## src/rtl/packer_pkg.sv

```systemverilog
package packer_pkg;
  typedef enum logic {
    RND_HALF_UP = 1'b0,
    RND_EVEN    = 1'b1
  } round_mode_e;
endpackage

```

## src/rtl/pk_cfg_regs.sv

```systemverilog
module pk_cfg_regs
  import packer_pkg::*;
#(
  parameter int CODE_W     = 3,
  parameter int SHIFT_W    = 4,
  parameter int NUM_WIDTHS = 5
) (
  input  logic               clk,
  input  logic               rst_n,
  input  logic               wr,
  input  logic [CODE_W-1:0]  width_i,
  input  logic [SHIFT_W-1:0] shift_i,
  input  logic               even_i,
  output logic [CODE_W-1:0]  width_q,
  output logic [SHIFT_W-1:0] shift_q,
  output round_mode_e        mode_q
);
  localparam logic [CODE_W-1:0] MAX_CODE = CODE_W'(NUM_WIDTHS - 1);

  always_ff @(posedge clk) begin
    if (!rst_n) begin
      width_q <= MAX_CODE;
      shift_q <= '0;
      mode_q  <= RND_HALF_UP;
    end else if (wr) begin
      width_q <= (width_i > MAX_CODE) ? MAX_CODE : width_i;
      shift_q <= shift_i;
      mode_q  <= even_i ? RND_EVEN : RND_HALF_UP;
    end
  end
endmodule

```

## src/rtl/pk_reduce.sv

```systemverilog
module pk_reduce
  import packer_pkg::*;
#(
  parameter int SAMPLE_W   = 16,
  parameter int WORD_W     = 16,
  parameter int SHIFT_W    = 4,
  parameter int CODE_W     = 3,
  parameter int NUM_WIDTHS = 5,
  parameter int FILL_W     = 5
) (
  input  logic [SAMPLE_W-1:0] sample,
  input  logic [SHIFT_W-1:0]  shift,
  input  logic [CODE_W-1:0]   code,
  input  round_mode_e         mode,
  output logic [WORD_W-1:0]   slot_val,
  output logic [FILL_W-1:0]   slot_bits
);
  localparam int X_W = 2 * SAMPLE_W + 2;

  logic signed [X_W-1:0] shifted;
  logic [WORD_W-1:0]     cand [NUM_WIDTHS];

  assign shifted = $signed({{(X_W-SAMPLE_W){sample[SAMPLE_W-1]}}, sample}) <<< shift;

  for (genvar g = 0; g < NUM_WIDTHS; g++) begin : g_width
    localparam int W = 1 << g;
    localparam int K = SAMPLE_W - W;
    if (g == 0) begin : g_sign
      assign cand[g] = WORD_W'(shifted[X_W-1]);
    end else begin : g_multi
      logic signed [X_W-1:0] q;
      logic [X_W-W:0]        hi;
      logic                  fits;
      logic [W-1:0]          res;
      if (K == 0) begin : g_exact
        assign q = shifted;
      end else begin : g_round
        localparam logic [K-1:0] HALF = K'(1) << (K - 1);
        logic signed [X_W-1:0] fl;
        logic [K-1:0]          rem;
        logic                  up;
        assign fl  = shifted >>> K;
        assign rem = shifted[K-1:0];
        assign up  = (mode == RND_EVEN) ? ((rem > HALF) || ((rem == HALF) && fl[0]))
                                        : (rem >= HALF);
        assign q   = fl + X_W'(up);
      end
      assign hi   = q[X_W-1:W-1];
      assign fits = (&hi) | ~(|hi);
      assign res  = fits ? q[W-1:0]
                  : (q[X_W-1] ? {1'b1, {(W-1){1'b0}}} : {1'b0, {(W-1){1'b1}}});
      assign cand[g] = WORD_W'(res);
    end
  end

  always_comb begin
    slot_val = cand[NUM_WIDTHS-1];
    for (int i = 0; i < NUM_WIDTHS; i++)
      if (code == CODE_W'(i)) slot_val = cand[i];
  end

  assign slot_bits = FILL_W'(1) << code;
endmodule

```

## src/rtl/pk_word_fill.sv

```systemverilog
module pk_word_fill #(
  parameter int WORD_W = 16,
  parameter int NUM_CH = 2,
  parameter int CH_W   = 1,
  parameter int FILL_W = 5
) (
  input  logic              clk,
  input  logic              rst_n,
  input  logic              flush,
  input  logic              fire,
  input  logic [CH_W-1:0]   chan,
  input  logic [WORD_W-1:0] slot_val,
  input  logic [FILL_W-1:0] slot_bits,
  input  logic              out_ready,
  output logic              out_valid,
  output logic [WORD_W-1:0] out_data
);
  localparam logic [CH_W-1:0]   LAST_CH = CH_W'(NUM_CH - 1);
  localparam logic [FILL_W-1:0] FULL    = FILL_W'(WORD_W);

  logic [CH_W-1:0]   exp_ch;
  logic [FILL_W-1:0] fill;
  logic [WORD_W-1:0] acc;
  logic              take;
  logic [WORD_W-1:0] merged;
  logic [FILL_W-1:0] fill_nxt;

  assign take     = fire && (chan == exp_ch);
  assign merged   = acc | (slot_val << fill);
  assign fill_nxt = fill + slot_bits;

  always_ff @(posedge clk) begin
    if (!rst_n) begin
      exp_ch    <= '0;
      fill      <= '0;
      acc       <= '0;
      out_valid <= 1'b0;
      out_data  <= '0;
    end else begin
      if (out_valid && out_ready) out_valid <= 1'b0;
      if (flush) begin
        exp_ch <= '0;
        fill   <= '0;
        acc    <= '0;
      end else if (take) begin
        exp_ch <= (exp_ch == LAST_CH) ? '0 : exp_ch + 1'b1;
        if (fill_nxt == FULL) begin
          out_data  <= merged;
          out_valid <= 1'b1;
          acc       <= '0;
          fill      <= '0;
        end else begin
          acc  <= merged;
          fill <= fill_nxt;
        end
      end
    end
  end
endmodule

```

## src/rtl/sample_packer.sv

```systemverilog
module sample_packer
  import packer_pkg::*;
#(
  parameter int SAMPLE_W = 16,
  parameter int WORD_W   = 16,
  parameter int NUM_CH   = 2,
  parameter int CH_W     = (NUM_CH > 1) ? $clog2(NUM_CH) : 1,
  parameter int SHIFT_W  = $clog2(SAMPLE_W)
) (
  input  logic                clk,
  input  logic                rst_n,
  input  logic                in_valid,
  output logic                in_ready,
  input  logic [SAMPLE_W-1:0] in_data,
  input  logic [CH_W-1:0]     in_chan,
  input  logic                cfg_wr,
  input  logic [2:0]          cfg_width,
  input  logic [SHIFT_W-1:0]  cfg_shift,
  input  logic                cfg_round_even,
  output logic                out_valid,
  input  logic                out_ready,
  output logic [WORD_W-1:0]   out_data
);
  localparam int NUM_WIDTHS = $clog2(WORD_W) + 1;
  localparam int CODE_W     = 3;
  localparam int FILL_W     = $clog2(WORD_W) + 1;

  logic [CODE_W-1:0]  width_q;
  logic [SHIFT_W-1:0] shift_q;
  round_mode_e        mode_q;
  logic [WORD_W-1:0]  slot_val;
  logic [FILL_W-1:0]  slot_bits;
  logic               fire;

  assign in_ready = (!out_valid || out_ready) && !cfg_wr;
  assign fire     = in_valid && in_ready;

  pk_cfg_regs #(
    .CODE_W(CODE_W), .SHIFT_W(SHIFT_W), .NUM_WIDTHS(NUM_WIDTHS)
  ) i_cfg (
    .clk(clk), .rst_n(rst_n), .wr(cfg_wr),
    .width_i(cfg_width), .shift_i(cfg_shift), .even_i(cfg_round_even),
    .width_q(width_q), .shift_q(shift_q), .mode_q(mode_q)
  );

  pk_reduce #(
    .SAMPLE_W(SAMPLE_W), .WORD_W(WORD_W), .SHIFT_W(SHIFT_W),
    .CODE_W(CODE_W), .NUM_WIDTHS(NUM_WIDTHS), .FILL_W(FILL_W)
  ) i_reduce (
    .sample(in_data), .shift(shift_q), .code(width_q), .mode(mode_q),
    .slot_val(slot_val), .slot_bits(slot_bits)
  );

  pk_word_fill #(
    .WORD_W(WORD_W), .NUM_CH(NUM_CH), .CH_W(CH_W), .FILL_W(FILL_W)
  ) i_fill (
    .clk(clk), .rst_n(rst_n), .flush(cfg_wr), .fire(fire), .chan(in_chan),
    .slot_val(slot_val), .slot_bits(slot_bits), .out_ready(out_ready),
    .out_valid(out_valid), .out_data(out_data)
  );
endmodule

```

## config.mk

```make
export PLATFORM = sky130hd
export DESIGN_NAME = sample_packer
export DESIGN_NICKNAME = d
export VERILOG_FILES = /design/src/rtl/packer_pkg.sv /design/src/rtl/pk_cfg_regs.sv /design/src/rtl/pk_reduce.sv /design/src/rtl/pk_word_fill.sv /design/src/rtl/sample_packer.sv
export SDC_FILE = /design/constraint.sdc
export NUM_CORES = 1
export LEC_CHECK = 0
export ABC_AREA = 0
export BUFFER_PORTS_ARGS = -buffer_cell sky130_fd_sc_hd__buf_2
export CAP_MARGIN = 10
export CORE_ASPECT_RATIO = 0.7
export CORE_MARGIN = 3
export CORE_UTILIZATION = 52
export DETAILED_ROUTE_END_ITERATION = 10
export PLACE_DENSITY_LB_ADDON = 0.25
export REMOVE_ABC_BUFFERS = 1
export SLEW_MARGIN = 20
export SYNTH_ARGS = -nofsm -noshare
export SYNTH_HDL_FRONTEND = slang
export SYNTH_SLANG_ARGS = --single-unit
```

## constraint.sdc

```tcl
create_clock -name clk -period 5.6 [get_ports clk]
set_input_delay 1.12 -clock clk [delete_from_list [all_inputs] [get_ports clk]]
set_output_delay 1.12 -clock clk [all_outputs]
set_load 0.1 [all_outputs]
```

* Word level (Yosys, flattened, before mapping)
Cells that the tools add are included.
** Cells by class
- Add/subtract/negate cells :: 5
- Order comparisons :: 7
- Equal/unequal tests :: 9
- Shift operators :: 3
- Muxes and demuxes :: 25
- Bitwise logic cells :: 11
- Reduce and logical (&&, ||, !) cells :: 24
** Operators with widths (number)
- 2-to-1 mux 16 bit :: 8
- <<< shifter 16 x 4 -> 34 bit :: 1
- AND reduction 33 bit :: 1
- OR reduction 33 bit :: 1
- AND reduction 31 bit :: 1
- OR reduction 31 bit :: 1
- adder 26 x 2 -> 27 bit :: 1
- AND reduction 27 bit :: 1
- OR reduction 27 bit :: 1
- adder 22 x 2 -> 23 bit :: 1
- adder 20 x 2 -> 21 bit :: 1
- AND reduction 19 bit :: 1
- OR reduction 19 bit :: 1
- 2-to-1 mux 8 bit :: 2
- bitwise OR 16 bit :: 1
- left shift 16 x 5 -> 16 bit :: 1
- == test 14 bit (second input constant) :: 1
- greater-or-equal comparator 14 bit (second input constant) :: 1
- greater-than comparator 14 bit (second input constant) :: 1
- == test 12 bit (second input constant) :: 1
- greater-or-equal comparator 12 bit (second input constant) :: 1
- greater-than comparator 12 bit (second input constant) :: 1
- 2-to-1 mux 1 bit :: 9
- == test 8 bit (second input constant) :: 1
- 23 further kinds :: 44
** Word-level totals
- Register bits after elaboration :: 47
- Input bits :: 30
- Output and inout bits :: 18
- Logic and storage cells :: 92

* Longest topological paths before layout
Gate-level depths: netlist (run 1).
- Depth in word-level cells :: 17
- Gate-level depth with buffers :: 28
- Gate-level depth less buffers :: 25

* Cells and area by module
Synthesis (run 1) repeated with hierarchy kept, for this count alone.
** Second synthesis, totals
- Cell total of the unflattened synthesis :: 806
- Area, all modules :: 6705.2 µm²
** Modules (own cells, without submodules)
- pk_reduce :: times used 1, cells an instance 508, area each 3791.1 µm², seq. area each 0.0 µm²
- pk_word_fill :: times used 1, cells an instance 267, area each 2572.5 µm², seq. area each 780.7 µm²
- pk_cfg_regs :: times used 1, cells an instance 28, area each 311.5 µm², seq. area each 160.2 µm²
- sample_packer :: times used 1, cells an instance 3, area each 30.0 µm², seq. area each 0.0 µm²

* Worst setup path after synthesis (run 1)
Ideal clock, no wire load.
- Kind :: flip-flop to flip-flop
- Start point :: reg i_cfg.shift_q[2]
- End point :: reg i_fill.out_data[11]
- Setup time :: 130 ps
- Data arrival time :: 5838 ps
- Required time :: 5470 ps
- Setup slack :: -368 ps
- Cell stages (with the launch flop) :: 27
- Buffers on the path :: 6
- Period minus slack after synthesis :: 5968 ps
- Cell sequence :: dfxtp_1 > buf_2 > clkbuf_1 > buf_1 > clkbuf_1 > buf_1 > a31oi_1 > nor2_1 > nor4_1 > and3_1 > nor3_1 > ha_1 > ha_1 > inv_1 > a2111oi_0 > a32o_2 > nand3_2 > or4b_1 > a32oi_1 > and4_1 > buf_4 > nor3_1 > a311o_1 > a32o_1 > or3_4 > a221oi_2 > o211ai_1
** On the way
- Longest elaborated chain between the ends :: 16
- Elaborated cells on any way between the ends :: 53
- Those cells by class :: 3 x add/sub; 6 x order compare; 3 x eq/ne; 2 x shift; 16 x mux; 9 x bitwise; 14 x reduce/logical
** RTL lines
- start: declaration :: RTL line pk_cfg_regs.sv:15 : output logic [SHIFT_W-1:0] shift_q,
- start signal: assignment :: RTL line pk_cfg_regs.sv:27 : shift_q <= shift_i;
- <<< shifter 16 x 4 -> 34 bit (*) :: RTL line pk_reduce.sv:23 : assign shifted = $signed({{(X_W-SAMPLE_W){sample[SAMPLE_W-1]}}, sample}) <<< shift;
- branches (longest 12 deep; another with adder 20 x 2 -> 21 bit)
- 2-to-1 mux 16 bit (*) :: RTL line pk_reduce.sv:59 : if (code == CODE_W'(i)) slot_val = cand[i];
- left shift 16 x 5 -> 16 bit (*) :: RTL line pk_word_fill.sv:29 : assign merged = acc | (slot_val << fill);
- bitwise OR 16 bit (*) :: RTL line pk_word_fill.sv:29
- end signal: assignment :: RTL line pk_word_fill.sv:48 : out_data <= merged;
- end: declaration :: RTL line pk_word_fill.sv:16 : output logic [WORD_W-1:0] out_data
Every way passes the cells marked *.
A chain may end at the register's enable or synchronous reset.

* Worst setup path after layout (run 1)
- Start point :: in in_data[8]
- End point :: reg i_fill.out_data[11]
** On the way
- Longest elaborated chain between the ends :: 16
- Elaborated cells on any way between the ends :: 53
- Those cells by class :: 3 x add/sub; 6 x order compare; 3 x eq/ne; 2 x shift; 16 x mux; 9 x bitwise; 14 x reduce/logical
** RTL lines
- start: declaration :: RTL line sample_packer.sv:14 : input logic [SAMPLE_W-1:0] in_data,
- <<< shifter 16 x 4 -> 34 bit (*) :: RTL line pk_reduce.sv:23
- branches (longest 12 deep; another with adder 20 x 2 -> 21 bit)
- 2-to-1 mux 16 bit (*) :: RTL line pk_reduce.sv:59
- left shift 16 x 5 -> 16 bit (*) :: RTL line pk_word_fill.sv:29
- bitwise OR 16 bit (*) :: RTL line pk_word_fill.sv:29
Marks and branches as above.

==> results of run 1 <==
critical path, delay by kind of cell:
kind / cells / cell delay (ns)
muxes: 1 / 0.28
and+or+nand+nor: 9 / 2.10
adders and majority gates: 2 / 0.34
AOI/OAI and AO/OA: 8 / 1.77
buffers and inverters: 6 / 0.65
flip-flops by register name (all words and copies together) (netlist names):
register          count
i_fill.acc           16
i_cfg.shift_q         4
i_fill.exp_ch         1
i_cfg.width_q         3
i_fill.fill           5
i_cfg.mode_q          1
i_fill.out_data      16
i_fill.out_valid      1
layout by cell type (no fill, tap or decap), types with 6 or more instances in the layout:
master,n
a211oi_1,9
a21o_1,11
a21oi_1,37
a21oi_2,7
a31oi_1,21
and2_1,8
buf_2,41
buf_4,220
buf_6,19
dfxtp_1,45
ha_4,6
inv_1,22
mux2_2,15
mux2i_1,23
mux4_2,14
nand2_1,65
nand2b_1,17
nand3_1,34
nand3b_1,9
nand4_1,21
nor2_1,87
nor2_2,6
nor2b_1,14
nor3_1,25
nor4_1,8
nor4_2,6
o211ai_1,27
o21ai_0,38
o21ai_1,11
o22ai_1,8
o31a_1,6
o31ai_1,6
or3_1,8
xnor2_1,22
through the flow:
| step | TNS [ns] | setup slack (ns) | hold WS, ns | util [%] |
|---|---|---|---|---|
| after floorplan | -15.65 | -0.8273 | 0.4247 | - |
| after global placement | -13.18 | -0.5885 | 0.4362 | 67.16 |
| after detailed placement | -17.05 | -0.7584 | 0.4460 | 67.16 |
| after CTS | -0.1279 | -0.04218 | 0.4554 | 73.18 |
| after global routing | -16.07 | -0.6495 | 0.4806 | 78.41 |
| final | -9.676 | -0.4594 | 0.4579 | 78.41 |
layout make-up:
type / instances / area (um2)
flip-flops and latches: 47 / 943.4
repair buffers: 282 / 2098
clock buffers: 6 / 128.9
clock inverters: 2 / 60.06
fillers: 762 / 2576
inverters: 27 / 103.9
multi-input cells: 753 / 5826
well taps: 157 / 196.4
final timing paths:
path,start,end,slack [ns]
worst min-delay path,i_fill.acc[7],i_fill.acc[7],0.46
worst max register to register,i_cfg.shift_q[1],i_fill.out_data[11],-0.34
worst min register to register,i_fill.acc[7],i_fill.acc[7],0.46
worst max-delay path,in_data[8],i_fill.out_data[11],-0.46
cell families after synthesis:
group                      Yosys count  synth area share [%]
adders and majority gates           11                 2.235
DFF                                 47                 14.49
buffers and inverters               90                 5.954
and+or+nand+nor                    369                 29.35
muxes                               63                 12.95
xor gates and xnor gates            26                 3.507
AOI/OAI and AO/OA                  284                 31.52
power groups by stage:
stage          combinational (W)  sequential (W)  clock, W
2_1_floorplan           0.000371        0.000416         0
3_3_place_gp            0.000743        0.000363         0
3_5_place_dp            0.000744        0.000363         0
4_1_cts                 0.000824        0.000357  0.000385
5_1_grt                  0.00101        0.000360  0.000403
6_report                0.000968        0.000359  0.000394
metal layers:
metal	track usage (%)	part of all wire (%)	up-vias
met5	0	0.12	-
met4	9.382	4.5	2
met3	13.31	15	177
met2	54.23	41	803
met1	54.27	39	4220
li1	-	-	3884
what timing repair did:
item                       CTS  global route
buffers inserted            33            25
hold buffers                 0             0
pin swaps                   43            82
resized for setup           65            94
setup endpoints to repair   32            32
==> qor.csv, run 1 <==
stage,metric,value,unit
outcome,run status,"complete, but fails checks",
outcome,failing checks,setup timing,
power_and_ir_drop,Pleak,3.639,nW
grt,GR Overflow Total,0,
floorplanning,Die Span X,139.6,um
timing,PnR worst setup slack,-0.4594,ns
setup_path,CP required,5.78,ns
yosys,count of cell types in the netlist,95,
grt,initial antenna violation count,0,
grt,gr usage total,37.83,%
cells_and_area,fin area,9356,um2
power_and_ir_drop,register share of total power,20.8,%
power_and_ir_drop,P_sw,0.0007032,W
setup_path,CP Launch Type,input port,
grt,vias in the first global route,7864,
clocking,CTS tree,done,
yosys,Post-Synthesis Cell Area,6494,um2
clocking,Max Buffers Root-to-Sink,2,
clocking,"Reg clk slew, reported paths",0.07,ns
worst_hold_path,hold path depth,2,
floorplanning,Initial Utilization,54.42,%
grt,largest net degree at the start of global routing,33,
yosys,Area contributors post-synth,"dfxtp_1 14%, nor2_1 5.5%, mux4_2 4.9%, mux2i_1 4.2%, nand2_1 3.9%",
floorplanning,Core Region,11930,um2
grt,first-pass GRT wire length,42.57,mm
place,gpl congestion,1.079,
timing,RSZ-0062 raised after global routing,true,
power_and_ir_drop,Clk pwr share,22.9,%
place,port buffer count,47,
setup_path,CP endpoint kind,register,
detailed_routing,vias per cell,7.132,
timing,Clock Skew,0.007383,ns
timing,final hold vios,0,
setup_path,crit path DAT,6.24,ns
floorplanning,io pins,48,
place,Placed Cells,1212,
detailed_routing,Routed WL,30.18,mm
worst_hold_path,worst min path class,reg -> reg,
clocking,root buffer cell,clkbuf_16,
setup_path,cell mode on critical path,buf_6,
cells_and_area,final std cells w/o fill,1274,
yosys,most frequent cells after synthesis,"96 x nor2_1, 68 x nand2_1, 48 x o21ai_0, 47 x dfxtp_1, 45 x a21oi_1",
clocking,clk sink count,47,
yosys,Async SR Flop Fraction,0,%
yosys,#FFs+latches synth,47,
job,max_cap viols,0,
detailed_routing,ANT nets after route,0,
timing,Tcrit/Tclk final,108.2,%
yosys,"EDFF count, synth",0,
clocking,H-tree depth,2,
power_and_ir_drop,power density over the cells,183.9,nW/um2
yosys,Main synth FF type,dfxtp_1,
timing,Slew HR,22.90,%
detailed_routing,# DRC,0,
power_and_ir_drop,Pint,0.001018,W
place,DP HPWL,19.52,mm
clocking,CTS Buf Count,5,
yosys,cell count after synthesis,890,
power_and_ir_drop,sw frac,40.86,%
power_and_ir_drop,Max VDD drop,138.1,uV
detailed_routing,WL per Instance,23.69,um
detailed_routing,TritonRoute pass-1 iters,6,
timing,Max Fclk,165.0,MHz
cells_and_area,diodes inserted,0,
timing,Setup-failing EPs final,32,
floorplanning,Die ar.,13890,um2
yosys,most common cell in the netlist,nor2_1,
cells_and_area,post-layout net count,1157,
timing,Slew @ Worst Pin,1.148,ns
floorplanning,Placement Rows,33,
timing,fin crit period,6.059,ns
place,Post-DP Area,8014,um2
setup_path,crit path kind,in -> reg,
floorplanning,Die H,99.50,um
yosys,post-synth top area cell,dfxtp_1,
detailed_routing,Initial DRC Count,1462,
cells_and_area,Area Overhead vs Synth,44.08,%
detailed_routing,vias,9086,
cells_and_area,share of cells above drive strength 1,39.93,%
setup_path,Crit Path Max Fanout,8,
yosys,Synth top area share,14.49,%
clocking,clock latency on the worst-skew pair,0.30,ns
power_and_ir_drop,combinational share of power,56.2,%
yosys,post-synthesis sequential area ratio,14.49,%
setup_path,FF-to-FF path depth,23,
timing,final slew viol count,0,
setup_path,CP max-delay cell,or3_4,
setup_path,CP max stage delay,0.40,ns
yosys,average cell area after synthesis,7.296,um2
yosys,yosys warns,0,
power_and_ir_drop,Power Total,0.001721,W
Note: power is estimated with default switching activity, not from simulation.
==> run 2: changes to the inputs <==
--- a/config.mk
+++ b/config.mk
@@ -14,6 +14,7 @@
 export DETAILED_ROUTE_END_ITERATION = 10
 export PLACE_DENSITY_LB_ADDON = 0.25
 export REMOVE_ABC_BUFFERS = 1
+export SKIP_LAST_GASP = 1
 export SLEW_MARGIN = 20
 export SYNTH_ARGS = -nofsm -noshare
 export SYNTH_HDL_FRONTEND = slang
==> qor.csv, run 2 (same netlist as run 1, synthesis figures left out) <==
stage,metric,value,unit,change
cells_and_area,final std cells w/o fill,1274,,unchanged
setup_path,CP Launch Type,input port,,
detailed_routing,Routed WL,29.93,mm,-0.83%
outcome,run status,"complete, but fails checks",,
place,port buffer count,47,,unchanged
grt,GR Overflow Total,0,,unchanged
place,gpl congestion,1.079,,unchanged
detailed_routing,ANT nets after route,0,,unchanged
detailed_routing,WL per Instance,23.49,um,-0.83%
power_and_ir_drop,Max VDD drop,142.5,uV,+3.2%
place,Placed Cells,1212,,unchanged
clocking,CTS tree,done,,
cells_and_area,fin area,9336,um2,-0.21%
clocking,hold buffer count at cts,0,,unchanged
timing,PnR worst setup slack,-0.5712,ns,-0.1118 ns
setup_path,CP endpoint kind,register,,
cells_and_area,most frequent cells in the layout,"221 x buf_4, 87 x nor2_1, 65 x nand2_1",,
cells_and_area,Area Overhead vs Synth,43.78,%,
grt,largest net degree at the start of global routing,33,,unchanged
cells_and_area,post-layout net count,1157,,unchanged
clocking,clock latency on the worst-skew pair,0.29,ns,about the same
timing,Max Fclk,162.0,MHz,-1.8%
clocking,root buffer cell,clkbuf_16,,
detailed_routing,vias,9024,,-0.68%
setup_path,critical path capture point,i_fill.out_data[11],,
cells_and_area,biggest regs,"i_fill.acc (16), i_fill.out_data (16), i_fill.fill (5)",,
setup_path,CP Depth,28,,+7.7%
grt,vias in the first global route,7864,,unchanged
setup_path,CP required,5.78,ns,about the same
place,Post-DP Area,8014,um2,unchanged
detailed_routing,TritonRoute pass-1 iters,7,,+1
detailed_routing,Initial DRC Count,1603,,+9.6%
worst_hold_path,worst min path class,reg -> reg,,
setup_path,FF-to-FF End,i_fill.out_data[11],,
setup_path,R2R Path Start,i_cfg.shift_q[1],,
setup_path,cell mode on critical path,buf_6,,
floorplanning,io pins,48,,unchanged
setup_path,buffer and inverter count on the worst path,5,,-1
timing,final slew viol count,0,,unchanged
floorplanning,Placement Rows,33,,unchanged
outcome,failing checks,setup timing,,
timing,Setup-failing EPs final,32,,unchanged
setup_path,CP max-delay cell,a2111o_1,,
floorplanning,Die Span X,139.6,um,unchanged
place,DP HPWL,19.52,mm,unchanged
detailed_routing,vias per cell,7.083,,-0.68%
clocking,"Reg clk slew, reported paths",0.07,ns,about the same
power_and_ir_drop,Pleak,3.637,nW,about the same
setup_path,r2r setup slk,-0.33,ns,about the same
cells_and_area,"most common cell after layout, fill and taps aside",buf_4,,
timing,RSZ-0062 raised after global routing,true,,
setup_path,FF-to-FF path depth,27,,+17%
power_and_ir_drop,power density over the cells,184.0,nW/um2,about the same
timing,Slew @ Worst Pin,1.102,ns,-0.04536 ns
clocking,CTS Buf Count,5,,unchanged
timing,Clock Skew,0.004898,ns,-0.002486 ns
floorplanning,Die ar.,13890,um2,unchanged
clocking,clk sink count,47,,unchanged
floorplanning,Initial Utilization,54.42,%,unchanged
setup_path,crit path kind,in -> reg,,
floorplanning,Core Region,11930,um2,unchanged
timing,Slew HR,25.95,%,+3.0 points
clocking,Max Buffers Root-to-Sink,2,,unchanged
setup_path,family with the most delay on the worst path,compound AO/OA/AOI/OAI gates,,
setup_path,Critical path origin,in_data[3],,
floorplanning,Die H,99.50,um,unchanged
cells_and_area,filler cell count,766,,+0.52%
grt,initial antenna violation count,0,,unchanged
clocking,H-tree depth,2,,unchanged
timing,fin crit period,6.171,ns,+0.1118 ns
cells_and_area,share of cells above drive strength 1,39.84,%,-0.090 points
cells_and_area,diodes inserted,0,,unchanged
timing,Tcrit/Tclk final,110.2,%,+2.0 points
grt,gr usage total,37.83,%,unchanged
grt,first-pass GRT wire length,42.57,mm,unchanged
job,max_cap viols,0,,unchanged
setup_path,Crit Path Max Fanout,8,,unchanged
detailed_routing,# DRC,0,,unchanged
setup_path,CP max stage delay,0.42,ns,+0.02 ns
setup_path,crit path DAT,6.35,ns,+0.11 ns
timing,final hold vios,0,,unchanged
run 2: changes by cell type in the layout (fill, tap and decap cells not counted):
cell	delta
a2111oi_2	+1
buf_4	+1
buf_6	-1
o21ai_1	-1
a2111oi_4	-1
o21ai_0	+2
o21ai_2	-1
run 2: worst min-delay path by stage:
stage | slack, ns | to | cells past startpoint | start
final | 0.46 | i_fill.acc[7] | 2 | i_fill.acc[7]
after global routing | 0.48 | i_fill.acc[7] | 2 | i_fill.acc[7]
after CTS | 0.46 | i_fill.acc[7] | 2 | i_fill.acc[7]
after detailed placement | 0.45 | i_fill.acc[11] | 2 | i_fill.acc[11]
after global placement | 0.44 | i_fill.acc[13] | 2 | i_fill.acc[13]
after floorplan | 0.42 | i_fill.acc[12] | 2 | i_fill.acc[12]
run 2: metrics by stage:
step,setup TNS [ns],power (W),setup slack (ns),utilization [%],hold WS (ns)
floorplan,-15.65,0.0007870,-0.8273,-,0.4247
global placement,-13.18,0.001106,-0.5885,67.16,0.4362
detailed placement,-17.05,0.001108,-0.7584,67.16,0.4460
CTS,-0.1279,0.001565,-0.04218,73.18,0.4554
global route,-19.00,0.001769,-0.7562,78.24,0.4806
finish,-12.68,0.001717,-0.5712,78.24,0.4563
run 2: metal layers:
metal / GRT usage [%] / share of wire (%) / vias up
li1: - / - / 3880
met1: 54.27 / 39 / 4154
met2: 54.23 / 41 / 828
met3: 13.31 / 15 / 160
met4: 9.382 / 4.6 / 2
met5: 0 / 0.12 / -
run 2: report_power, final:
group	internal, W	switching, W	leakage (nW)
Clock	0.000256	0.000132	0.0911
Combinational	0.000416	0.000554	3.16
Sequential	0.000345	0.0000133	0.382
run 2: what timing repair did:
item | CTS | global route
endpoints found under the setup margin | 32 | 32
pin swaps | 43 | 81
cloned | 0 | 0
resized for setup | 65 | 89
setup buffers | 33 | 25
run 2: tightest hold or removal path: stages, from the launching register on:
cell and delay [ns]:
dfxtp_1 0.29, inv_1 0.06, a21oi_1 0.06
run 2: layout make-up:
cell class              instances  area [um2]  share of cell area [%]
clock buffers                   6       128.9                   1.380
clock inverters                 2       60.06                  0.6433
inverters                      27       103.9                   1.112
multi-input cells             753        5809                   62.22
flip-flops and latches         47       943.4                   10.10
well taps                     157       196.4                   2.104
repair buffers                282        2095                   22.43
==> run 3: changes to the inputs <==
--- a/config.mk
+++ b/config.mk
@@ -5,7 +5,7 @@
 export SDC_FILE = /design/constraint.sdc
 export NUM_CORES = 1
 export LEC_CHECK = 0
-export ABC_AREA = 0
+export ABC_AREA = 1
 export BUFFER_PORTS_ARGS = -buffer_cell sky130_fd_sc_hd__buf_2
 export CAP_MARGIN = 10
 export CORE_ASPECT_RATIO = 0.7
==> qor.csv, run 3 <==
stage,metric,value,unit,change
timing,final hold vios,0,,unchanged
timing,Slew HR,34.78,%,+8.8 points
detailed_routing,vias per cell,5.646,,-20%
grt,vias in the first global route,6215,,-21%
clocking,post-CTS resize count,0,,-100%
yosys,Synth top area share,21.47,%,+7.0 points
setup_path,R2R Path Start,i_cfg.shift_q[0],,
yosys,multiplexer area fraction after synthesis,0.1604,%,-13 points
timing,Tcrit/Tclk final,88.52,%,-22 points
yosys,most common cell in the netlist,nand2_1,,
floorplanning,Die ar.,13380,um2,-3.7%
clocking,H-tree depth,2,,unchanged
timing,setup TNS,0,ns,+12.68 ns
yosys,Post-Synthesis Cell Area,6242,um2,-3.9%
cells_and_area,"most common cell after layout, fill and taps aside",nand2_1,,
setup_path,FF-to-FF End,i_fill.out_data[13],,
grt,first-pass GRT wire length,30.81,mm,-28%
floorplanning,io pins,48,,unchanged
power_and_ir_drop,Max VDD drop,141.6,uV,-0.67%
timing,Max Fclk,201.7,MHz,+24%
worst_hold_path,worst min path class,reg -> reg,,
timing,Setup-failing EPs final,0,,-100%
yosys,yosys warns,0,,unchanged
yosys,Synth Area in Compound Gates,10.48,%,-21 points
floorplanning,Core Region,11370,um2,-4.7%
timing,RSZ-0062 raised after global routing,false,,
setup_path,r2r setup slk,0.64,ns,+0.97 ns
yosys,most frequent cells after synthesis,"357 x nand2_1, 176 x nand3_1, 95 x nor2_1, 85 x inv_1, 47 x dfxtp_1",,
floorplanning,Die H,97.67,um,-1.8%
timing,Clock Skew,0.003863,ns,-0.001034 ns
yosys,largest family of logic cells by synthesized area,simple AND/OR/NAND/NOR gates,,
yosys,count of cell types in the netlist,45,,-53%
worst_hold_path,hold path depth,2,,unchanged
yosys,Area contributors post-synth,"nand2_1 21%, dfxtp_1 15%, nand3_1 14%, nor2_1 5.7%, inv_1 5.1%",,
detailed_routing,WL per Instance,14.71,um,-37%
grt,largest net degree at the start of global routing,34,,+3.0%
setup_path,crit path kind,reg -> reg,,
detailed_routing,# DRC,0,,unchanged
cells_and_area,share of cells above drive strength 1,16.84,%,-23 points
yosys,average cell area after synthesis,5.639,um2,-23%
clocking,CTS tree,done,,
cells_and_area,most frequent cells in the layout,"357 x nand2_1, 176 x nand3_1, 94 x nor2_1",,
yosys,#FFs+latches synth,47,,unchanged
detailed_routing,TritonRoute pass-1 iters,5,,-2
yosys,"EDFF count, synth",0,,unchanged
place,Placed Cells,1273,,+5.0%
setup_path,CP required,5.79,ns,about the same
setup_path,cell mode on critical path,nand2_1,,
power_and_ir_drop,Pleak,3.173,nW,-13%
grt,GR Overflow Total,0,,unchanged
setup_path,CP Launch Type,register,,
detailed_routing,vias,7233,,-20%
worst_hold_path,worst hold endpoint,i_fill.acc[9],,
setup_path,CP max stage delay,0.79,ns,+0.37 ns
yosys,cell count after synthesis,1107,,+24%
setup_path,CP endpoint kind,register,,
timing,final slew viol count,0,,unchanged
place,port buffer count,47,,unchanged
setup_path,Critical path origin,i_cfg.shift_q[0],,
detailed_routing,Routed WL,18.84,mm,-37%
floorplanning,Placement Rows,32,,-3.0%
yosys,Synth Area in XOR/XNOR,3.508,%,about the same
yosys,Async SR Flop Fraction,0,%,unchanged
timing,Slew @ Worst Pin,0.9709,ns,-0.1314 ns
worst_hold_path,Worst Hold Launch,i_fill.acc[9],,
yosys,adder-cell share of the synthesized area,2.325,%,+0.090 points
outcome,run status,"complete, no violations",,
yosys,post-synthesis sequential area ratio,15.07,%,+0.58 points
grt,initial antenna violation count,0,,unchanged
job,max_cap viols,0,,unchanged
yosys,Simple-Gate Fraction of Synth Area,58.59,%,+29 points
setup_path,crit path DAT,5.14,ns,-1.21 ns
cells_and_area,final std cells w/o fill,1281,,+0.55%
place,DP HPWL,15.26,mm,-22%
detailed_routing,Initial DRC Count,862,,-46%
clocking,clk sink count,47,,unchanged
timing,fin crit period,4.957,ns,-1.214 ns
setup_path,Crit Path Max Fanout,18,,+10
clocking,"Reg clk slew, reported paths",0.06,ns,about the same
yosys,post-synth top area cell,nand2_1,,
clocking,Max Buffers Root-to-Sink,2,,unchanged
clocking,postcts setup bufs,0,,-100%
yosys,Main synth FF type,dfxtp_1,,
detailed_routing,ANT nets after route,0,,unchanged
place,gpl congestion,1.050,,-2.7%
setup_path,FF-to-FF path depth,39,,+44%
grt,gr usage total,27.93,%,-9.9 points
cells_and_area,biggest regs,"i_fill.acc (16), i_fill.out_data (16), i_fill.fill (5)",,
floorplanning,Initial Utilization,54.90,%,+0.48 points
cells_and_area,Area Overhead vs Synth,6.194,%,
cells_and_area,diodes inserted,0,,unchanged
clocking,hold buffer count at cts,0,,unchanged
clocking,root buffer cell,clkbuf_16,,
clocking,CTS Buf Count,5,,unchanged
power_and_ir_drop,power density over the cells,192.2,nW/um2,+4.5%
floorplanning,Die Span X,137.0,um,-1.9%
setup_path,CP max-delay cell,dfxtp_1,,
cells_and_area,post-layout net count,1168,,+0.95%
clocking,clock latency on the worst-skew pair,0.29,ns,about the same
## run 3: kinds of logic (layout without fill, tap and decap cells)
| family | count (synthesis) | in the layout |
|---|---|---|
| and+or+nand+nor | 766 | 766 |
| buffers and inverters | 141 | 162 |
| AOI/OAI and AO/OA | 116 | 116 |
| DFF | 47 | 47 |
| xor gates and xnor gates | 25 | 25 |
| adders and majority gates | 11 | 11 |
| muxes | 1 | 1 |
## run 3: critical path, delay by kind of cell, from the launching register on
| kind | cells | cell delay [ns] |
|---|---|---|
| flip-flops | 1 | 0.79 |
| AO/OA/AOI/OAI | 1 | 0.17 |
| AND/OR/NAND/NOR | 32 | 3.14 |
| buffers and inverters | 4 | 0.26 |
| adder cells (fa/ha/maj) | 2 | 0.47 |
## run 3: layout make-up
cell class | count | area (um2)
Tap cell | 153 | 191.4
Fill cell | 1225 | 4742
Sequential cell | 47 | 940.9
Clock buffer | 7 | 132.6
Multi-Input combinational cell | 919 | 4688
Inverter | 100 | 382.9
Timing Repair Buffer | 54 | 287.8
Clock inverter | 1 | 5.005
## run 3: routing by layer
layer / wire (um) / track usage (%)
met4: 115 / 2.607
met1: 9457 / 45.65
met5: 0 / 0
met3: 2347 / 7.195
met2: 6921 / 36.76
## run 3: worst max path at each step
stage	to	slack, ns	depth (start not counted)
after floorplan	i_fill.acc[0]	0.27	9
after global placement	i_fill.out_data[13]	0.52	39
after detailed placement	i_fill.out_data[13]	0.47	39
after CTS	i_fill.out_data[13]	0.77	39
after global routing	i_fill.out_data[13]	0.12	39
final	i_fill.out_data[13]	0.64	39
## run 3: metrics by stage
stage	cell area [um2]	setup WS [ns]	total power (W)	hold WS (ns)	utilization, %
finish	6629	0.6430	0.001274	0.4698	58.30
detailed placement	6491	0.4692	0.0009767	0.4568	57.09
floorplan	6010	0.2663	0.0008317	0.4398	-
CTS	6629	0.7669	0.001262	0.4663	58.30
global placement	6491	0.5208	0.0009753	0.4555	57.09
global route	6629	0.1177	0.001359	0.4933	58.30
## run 3: power by group
part	internal [W]	switching [W]
combinational	0.000174	0.000456
clock	0.000165	0.000120
sequential	0.000347	0.0000121
